===== src/rtl/gpio_sync_pkg.sv =====
package gpio_sync_pkg;

  localparam int ADDR_W = 2;

  typedef enum logic [ADDR_W-1:0] {
    SEL_PIN  = 2'd0,
    SEL_DIR  = 2'd1,
    SEL_OUT  = 2'd2,
    SEL_NONE = 2'd3
  } gpio_sel_e;

  // Level the synchronizer sees on one pin.
  function automatic logic pad_level(input logic dir, input logic outv,
                                     input logic drv, input logic ext);
    logic lvl;
    if (dir)      lvl = outv;
    else if (drv) lvl = ext;
    else          lvl = outv;   // pull-up on -> 1, off -> 0
    return lvl;
  endfunction

  function automatic logic pull_on(input logic dir, input logic outv);
    return !dir && outv;
  endfunction

endpackage


===== src/rtl/gpio_cfg_regs.sv =====
module gpio_cfg_regs
  import gpio_sync_pkg::*;
#(
  parameter int WIDTH = 8
) (
  input  logic              clk,
  input  logic              rst_n,
  input  logic              wr_en,
  input  logic [ADDR_W-1:0] addr,
  input  logic [WIDTH-1:0]  wdata,
  output logic [WIDTH-1:0]  dir_q,
  output logic [WIDTH-1:0]  out_q
);

  logic wr_dir;
  logic wr_out;

  assign wr_dir = wr_en && (gpio_sel_e'(addr) == SEL_DIR);
  assign wr_out = wr_en && (gpio_sel_e'(addr) == SEL_OUT);

  always_ff @(posedge clk or negedge rst_n) begin
    if (!rst_n) begin
      dir_q <= '0;
      out_q <= '0;
    end else begin
      if (wr_dir) dir_q <= wdata;
      if (wr_out) out_q <= wdata;
    end
  end

endmodule


===== src/rtl/gpio_pad_ctrl.sv =====
module gpio_pad_ctrl
  import gpio_sync_pkg::*;
#(
  parameter int WIDTH = 8
) (
  input  logic [WIDTH-1:0] dir_q,
  input  logic [WIDTH-1:0] out_q,
  input  logic [WIDTH-1:0] pad_in,
  input  logic [WIDTH-1:0] pad_drv,
  output logic [WIDTH-1:0] pad_out,
  output logic [WIDTH-1:0] pad_oe,
  output logic [WIDTH-1:0] pad_pu,
  output logic [WIDTH-1:0] pad_val
);

  for (genvar i = 0; i < WIDTH; i++) begin : g_pin
    assign pad_oe[i]  = dir_q[i];
    assign pad_out[i] = dir_q[i] & out_q[i];
    assign pad_pu[i]  = pull_on(dir_q[i], out_q[i]);
    assign pad_val[i] = pad_level(dir_q[i], out_q[i], pad_drv[i], pad_in[i]);
  end

endmodule


===== src/rtl/gpio_in_sync.sv =====
module gpio_in_sync #(
  parameter int WIDTH = 8
) (
  input  logic             clk,
  input  logic             rst_n,
  input  logic [WIDTH-1:0] pad_val,
  output logic [WIDTH-1:0] hold_q,
  output logic [WIDTH-1:0] pin_q
);

  // Stage 1: closes at the falling edge. Only its closed value is ever
  // consumed, so it is held by a falling-edge register.
  always_ff @(negedge clk or negedge rst_n) begin
    if (!rst_n) hold_q <= '0;
    else        hold_q <= pad_val;
  end

  // Stage 2: rising-edge register feeding the readable pin register.
  always_ff @(posedge clk or negedge rst_n) begin
    if (!rst_n) pin_q <= '0;
    else        pin_q <= hold_q;
  end

endmodule


===== src/rtl/gpio_rd_mux.sv =====
module gpio_rd_mux
  import gpio_sync_pkg::*;
#(
  parameter int WIDTH = 8
) (
  input  logic [ADDR_W-1:0] addr,
  input  logic [WIDTH-1:0]  pin_q,
  input  logic [WIDTH-1:0]  dir_q,
  input  logic [WIDTH-1:0]  out_q,
  output logic [WIDTH-1:0]  rdata
);

  always_comb begin
    unique case (gpio_sel_e'(addr))
      SEL_PIN: rdata = pin_q;
      SEL_DIR: rdata = dir_q;
      SEL_OUT: rdata = out_q;
      default: rdata = '0;
    endcase
  end

endmodule


===== src/rtl/gpio_port_sync.sv =====
module gpio_port_sync
  import gpio_sync_pkg::*;
#(
  parameter int WIDTH = 8
) (
  input  logic              clk,
  input  logic              rst_n,
  input  logic              wr_en,
  input  logic [ADDR_W-1:0] addr,
  input  logic [WIDTH-1:0]  wdata,
  output logic [WIDTH-1:0]  rdata,
  input  logic [WIDTH-1:0]  pad_in,
  input  logic [WIDTH-1:0]  pad_drv,
  output logic [WIDTH-1:0]  pad_out,
  output logic [WIDTH-1:0]  pad_oe,
  output logic [WIDTH-1:0]  pad_pu
);

  logic [WIDTH-1:0] dir_q;
  logic [WIDTH-1:0] out_q;
  logic [WIDTH-1:0] pad_val;
  logic [WIDTH-1:0] hold_q;
  logic [WIDTH-1:0] pin_q;

  gpio_cfg_regs #(.WIDTH(WIDTH)) u_regs (
    .clk(clk), .rst_n(rst_n), .wr_en(wr_en), .addr(addr), .wdata(wdata),
    .dir_q(dir_q), .out_q(out_q)
  );

  gpio_pad_ctrl #(.WIDTH(WIDTH)) u_pad (
    .dir_q(dir_q), .out_q(out_q), .pad_in(pad_in), .pad_drv(pad_drv),
    .pad_out(pad_out), .pad_oe(pad_oe), .pad_pu(pad_pu), .pad_val(pad_val)
  );

  gpio_in_sync #(.WIDTH(WIDTH)) u_sync (
    .clk(clk), .rst_n(rst_n), .pad_val(pad_val),
    .hold_q(hold_q), .pin_q(pin_q)
  );

  gpio_rd_mux #(.WIDTH(WIDTH)) u_rd (
    .addr(addr), .pin_q(pin_q), .dir_q(dir_q), .out_q(out_q), .rdata(rdata)
  );

endmodule


===== config.mk =====
export PLATFORM = sky130hd
export DESIGN_NAME = gpio_port_sync
export DESIGN_NICKNAME = d
export VERILOG_FILES = /design/src/rtl/gpio_sync_pkg.sv /design/src/rtl/gpio_cfg_regs.sv /design/src/rtl/gpio_pad_ctrl.sv /design/src/rtl/gpio_in_sync.sv /design/src/rtl/gpio_rd_mux.sv /design/src/rtl/gpio_port_sync.sv
export SDC_FILE = /design/constraint.sdc
export NUM_CORES = 1
export LEC_CHECK = 0
export BUFFER_PORTS_ARGS = -buffer_cell sky130_fd_sc_hd__buf_2
export CAP_MARGIN = 20
export CORE_AREA = 8 8 63 65
export CTS_CLUSTER_DIAMETER = 150
export DETAILED_ROUTE_END_ITERATION = 10
export DIE_AREA = 0 0 71 73
export PLACE_DENSITY = 0.92
export SYNTH_ARGS = -nofsm -noshare
export SYNTH_HDL_FRONTEND = slang
export SYNTH_SLANG_ARGS = --single-unit

===== constraint.sdc =====
create_clock -name clk -period 3.16 [get_ports clk]
set_input_delay 0.948 -clock clk [delete_from_list [all_inputs] [get_ports clk]]
set_output_delay 0.948 -clock clk [all_outputs]
set_load 0.02 [all_outputs]

==> Word level (Yosys, flattened, before mapping) <==
Index checks and enable logic that the tools add are counted.
Widths: inputs -> output; s select.
{ "totals": {"register_bits": 32, "latch_bits": 0, "ramBits": 0, "romBits": 0, "memories": 0} }
{ "op_classes": {"n_addsub": 0, "multipliers": 0, "n_div": 0, "magnitude_cmp": 0, "eq_ne": 2, "n_shift": 0, "mux": 17, "bitwise_logic": 8, "reduce_logical": 19} }
{ "op_table": {"columns": ["cell", "count"], "rows": [
  ["$pmux 8 s3", 1],
  ["$mux 1", 16],
  ["$logic_and 1x1->1", 10],
  ["$and 1x1->1", 8],
  ["$logic_not 1->1", 8],
  ["$eq 2x1->1 const B", 1],
  ["$eq 2x2->1 const B", 1],
  ["$logic_not 2->1", 1]
]} }

==> Logic depth before layout (Yosys ltp) <==
{ "depth": {"depth_word": 2, "depth_mapped": 4} }

==> Hierarchy <==
Synthesis repeated with hierarchy kept, for this count alone.
{ "unflattened": {"cells_unflattened": 110, "hier_area_um2": 1519.0} }
{ "by_module_without_submodules": {"columns": ["mod", "n_inst", "cells_each", "area_each_um2", "seq_area_each_um2"], "rows": [
  ["gpio_cfg_regs", 1, 34, 620.6, 400.4],
  ["gpio_in_sync", 1, 16, 400.4, 400.4],
  ["gpio_pad_ctrl", 1, 40, 300.3, 0.0],
  ["gpio_rd_mux", 1, 20, 197.7, 0.0]
]} }

==> metrics.cfg <==
[sta]
slew_violations = 0
hold_violations = 0
worst_pin_slew_ns = 0.458
whs_ns = 0.552
rsz0062_at_grt = no
setup_violations = 0
fin_worst_skew_ns = 0.0138
max-slew-margin-rel = 0.694

[global_route]
antenna_found_initial = 0
grt_pass1_wl_um = 5420
grt.overflow.total = 0
grt_usage = 0.136
grt_pass1_vias = 1175
grt_max_degree = 21

[critical_path]
reg2reg_depth = 2
r2r_end = u_sync.hold_q[6]
setup.worst_path.start_class = input pin
cp.required_ns = 1.75
rrSetupSlack_ns = 0.47
crit-reg2reg-launch = u_regs.dir_q[6]
crit_arrival_ns = 1.53
critical_path_class = input pin to flip-flop
crit_path_start = pad_drv[6]
cp_max_fo = 1
end_kind = flip-flop

[cts]
clk_pin_slew_ns = 0.10
htreeDepth = 2
numCtsBuffers = 5
post_cts_buffers = 0
clock-sinks = 32
ctsHoldBuffers = 0
clk_latency_ns = 0.33
cts-root-buf = clkbuf_4
cts_tree = built
clockBufferDepth = 2
cts_resized = 0

[final_layout]
diodes = 0
fin_util = 0.639
drive_above_1_share = 0.575
fin_cells = 207
fin_area_um2 = 1890
fillCellCount = 247
layout.nets = 202
area_growth_pct = 31.0

[route]
vias_per_cell = 5.01
finalWirelength_um = 3430
drc = 0
wire_per_inst_um = 16.6
ant_nets = 0
drtPass1Iterations = 2
vias = 1037
drtIter0Drc = 46

[yosys]
ys_warn_count = 0
synth-edff-count = 0
yosys-top-cells-count = 24 x dfrtp_1, 24 x mux2_2, 17 x nor2b_1
synth_area_um2 = 1440
synthCells = 102
netlist.area_leader.share = 0.417
syn_nets = 131
ys_seq_area_frac = 0.556
synthFlopType = dfrtp_1
synth_seq_cells = 32
syn-mean-instance-area_um2 = 14.1
async_flop_share = 1.00
synth_cell_types = 11
synth.top_cells.by_area = dfrtp_1 42%, mux2_2 19%, dfrtn_1 14%
yosysTopAreaCell = dfrtp_1

[place]
routabilityCongestion = 0.680
port_buffers = 60
hpwl_um = 2650
dpl.cell_count = 199
placement.cell_area_um2 = 1810

[worst_hold_path]
min_path_type = input pin to asynchronous set/reset pin

[pwr]
pwr-share-clk = 0.250
p_sw_uw = 390
p_per_area_nw_per_um2 = 640
p_int_uw = 818
peakVddDrop_v = 0.000356
seq_power_share = 0.460
p_comb_frac = 0.290
leakagePower_uw = 0.000960
p_sw_frac = 0.323

[run_status]
status = complete, no violations

[floorplanning]
initial_core_util = 0.488
core-area_um2 = 2950
die-area_um2 = 5180
io_pins = 61
rows = 20
die_w_um = 71
die_y_um = 73

[flow_run]
cap_violations = 0

-- flip-flops by register name, summed over array words and instances (netlist names) --
| register | cells |
|---|---|
| u_regs.dir_q | 8 |
| u_regs.out_q | 8 |
| u_sync.hold_q | 8 |
| u_sync.pin_q | 8 |
-- per-stage QoR --
step | total power, uW | setup slack, ns | setup TNS (ns)
floorplan | 776 | 0.0289 | 0
global placement | 900 | -0.0577 | -0.425
global route | 1270 | 0.190 | 0
detailed placement | 920 | -0.117 | -0.641
finish | 1210 | 0.221 | 0
CTS | 1220 | 0.216 | 0
-- layer usage --
| metal | global-route usage | part of all wire | vias up |
|---|---|---|---|
| met3 | 0.0797 | 0.083 | 2 |
| li1 | - | - | 504 |
| met1 | 0.127 | 0.38 | 493 |
| met2 | 0.255 | 0.53 | 38 |
| met4 | 0.0208 | 0.0044 | 0 |
| met5 | 0 | 0 | - |
-- power by group through the flow --
| stage | sequential (uW) | clock, uW | combinational [uW] |
|---|---|---|---|
| after CTS | 556 | 305 | 357 |
| after detailed placement | 564 | 0 | 356 |
| final | 556 | 301 | 351 |
| after global routing | 568 | 327 | 377 |
| after global placement | 554 | 0 | 346 |
| after floorplan | 569 | 0 | 207 |
-- how the worst max path moves through the flow --
stage	endpoint	depth (start not counted)	slack, ns
final	u_sync.hold_q[6]	3	0.22
after global routing	u_sync.hold_q[6]	3	0.19
after CTS	u_sync.hold_q[6]	3	0.22
after detailed placement	u_sync.hold_q[6]	3	-0.12
after global placement	u_sync.hold_q[7]	3	-0.06
after floorplan	u_sync.hold_q[0]	2	0.03
-- area by class of cell --
type | instances | area (um^2) | share of cell area
clock buffer | 6 | 41.3 | 0.0219
clock inverter | 2 | 35.0 | 0.0186
multi-input combinational | 67 | 617 | 0.327
sequential | 32 | 801 | 0.424
tap | 33 | 41.3 | 0.0219
timing repair buffer | 67 | 353 | 0.187
-- kinds of logic (layout without fill, tap and decap cells) --
logic type	count (synthesis)	count (layout)	synth area share
simple gates	27	27	0.136
mux	32	32	0.243
compound gates	8	8	0.0486
buf+inv	3	75	0.0165
flops	32	32	0.556
-- critical path, cell delays in order --
cell and delay, ns:
buf_2 0.08, nor2b_1 0.15, mux2_2 0.36
-- cells in the final DEF (no fill, tap or decap), drive strengths merged --
cell type / instances
and2: 8
buf: 67
bufinv: 1
clkbuf: 6
clkinv: 1
dfrtn: 8
dfrtp: 24
mux2: 24
mux2i: 8
nand3b: 2
nor2b: 17
o2bb2ai: 8
Power figures use the tool's default switching activity.
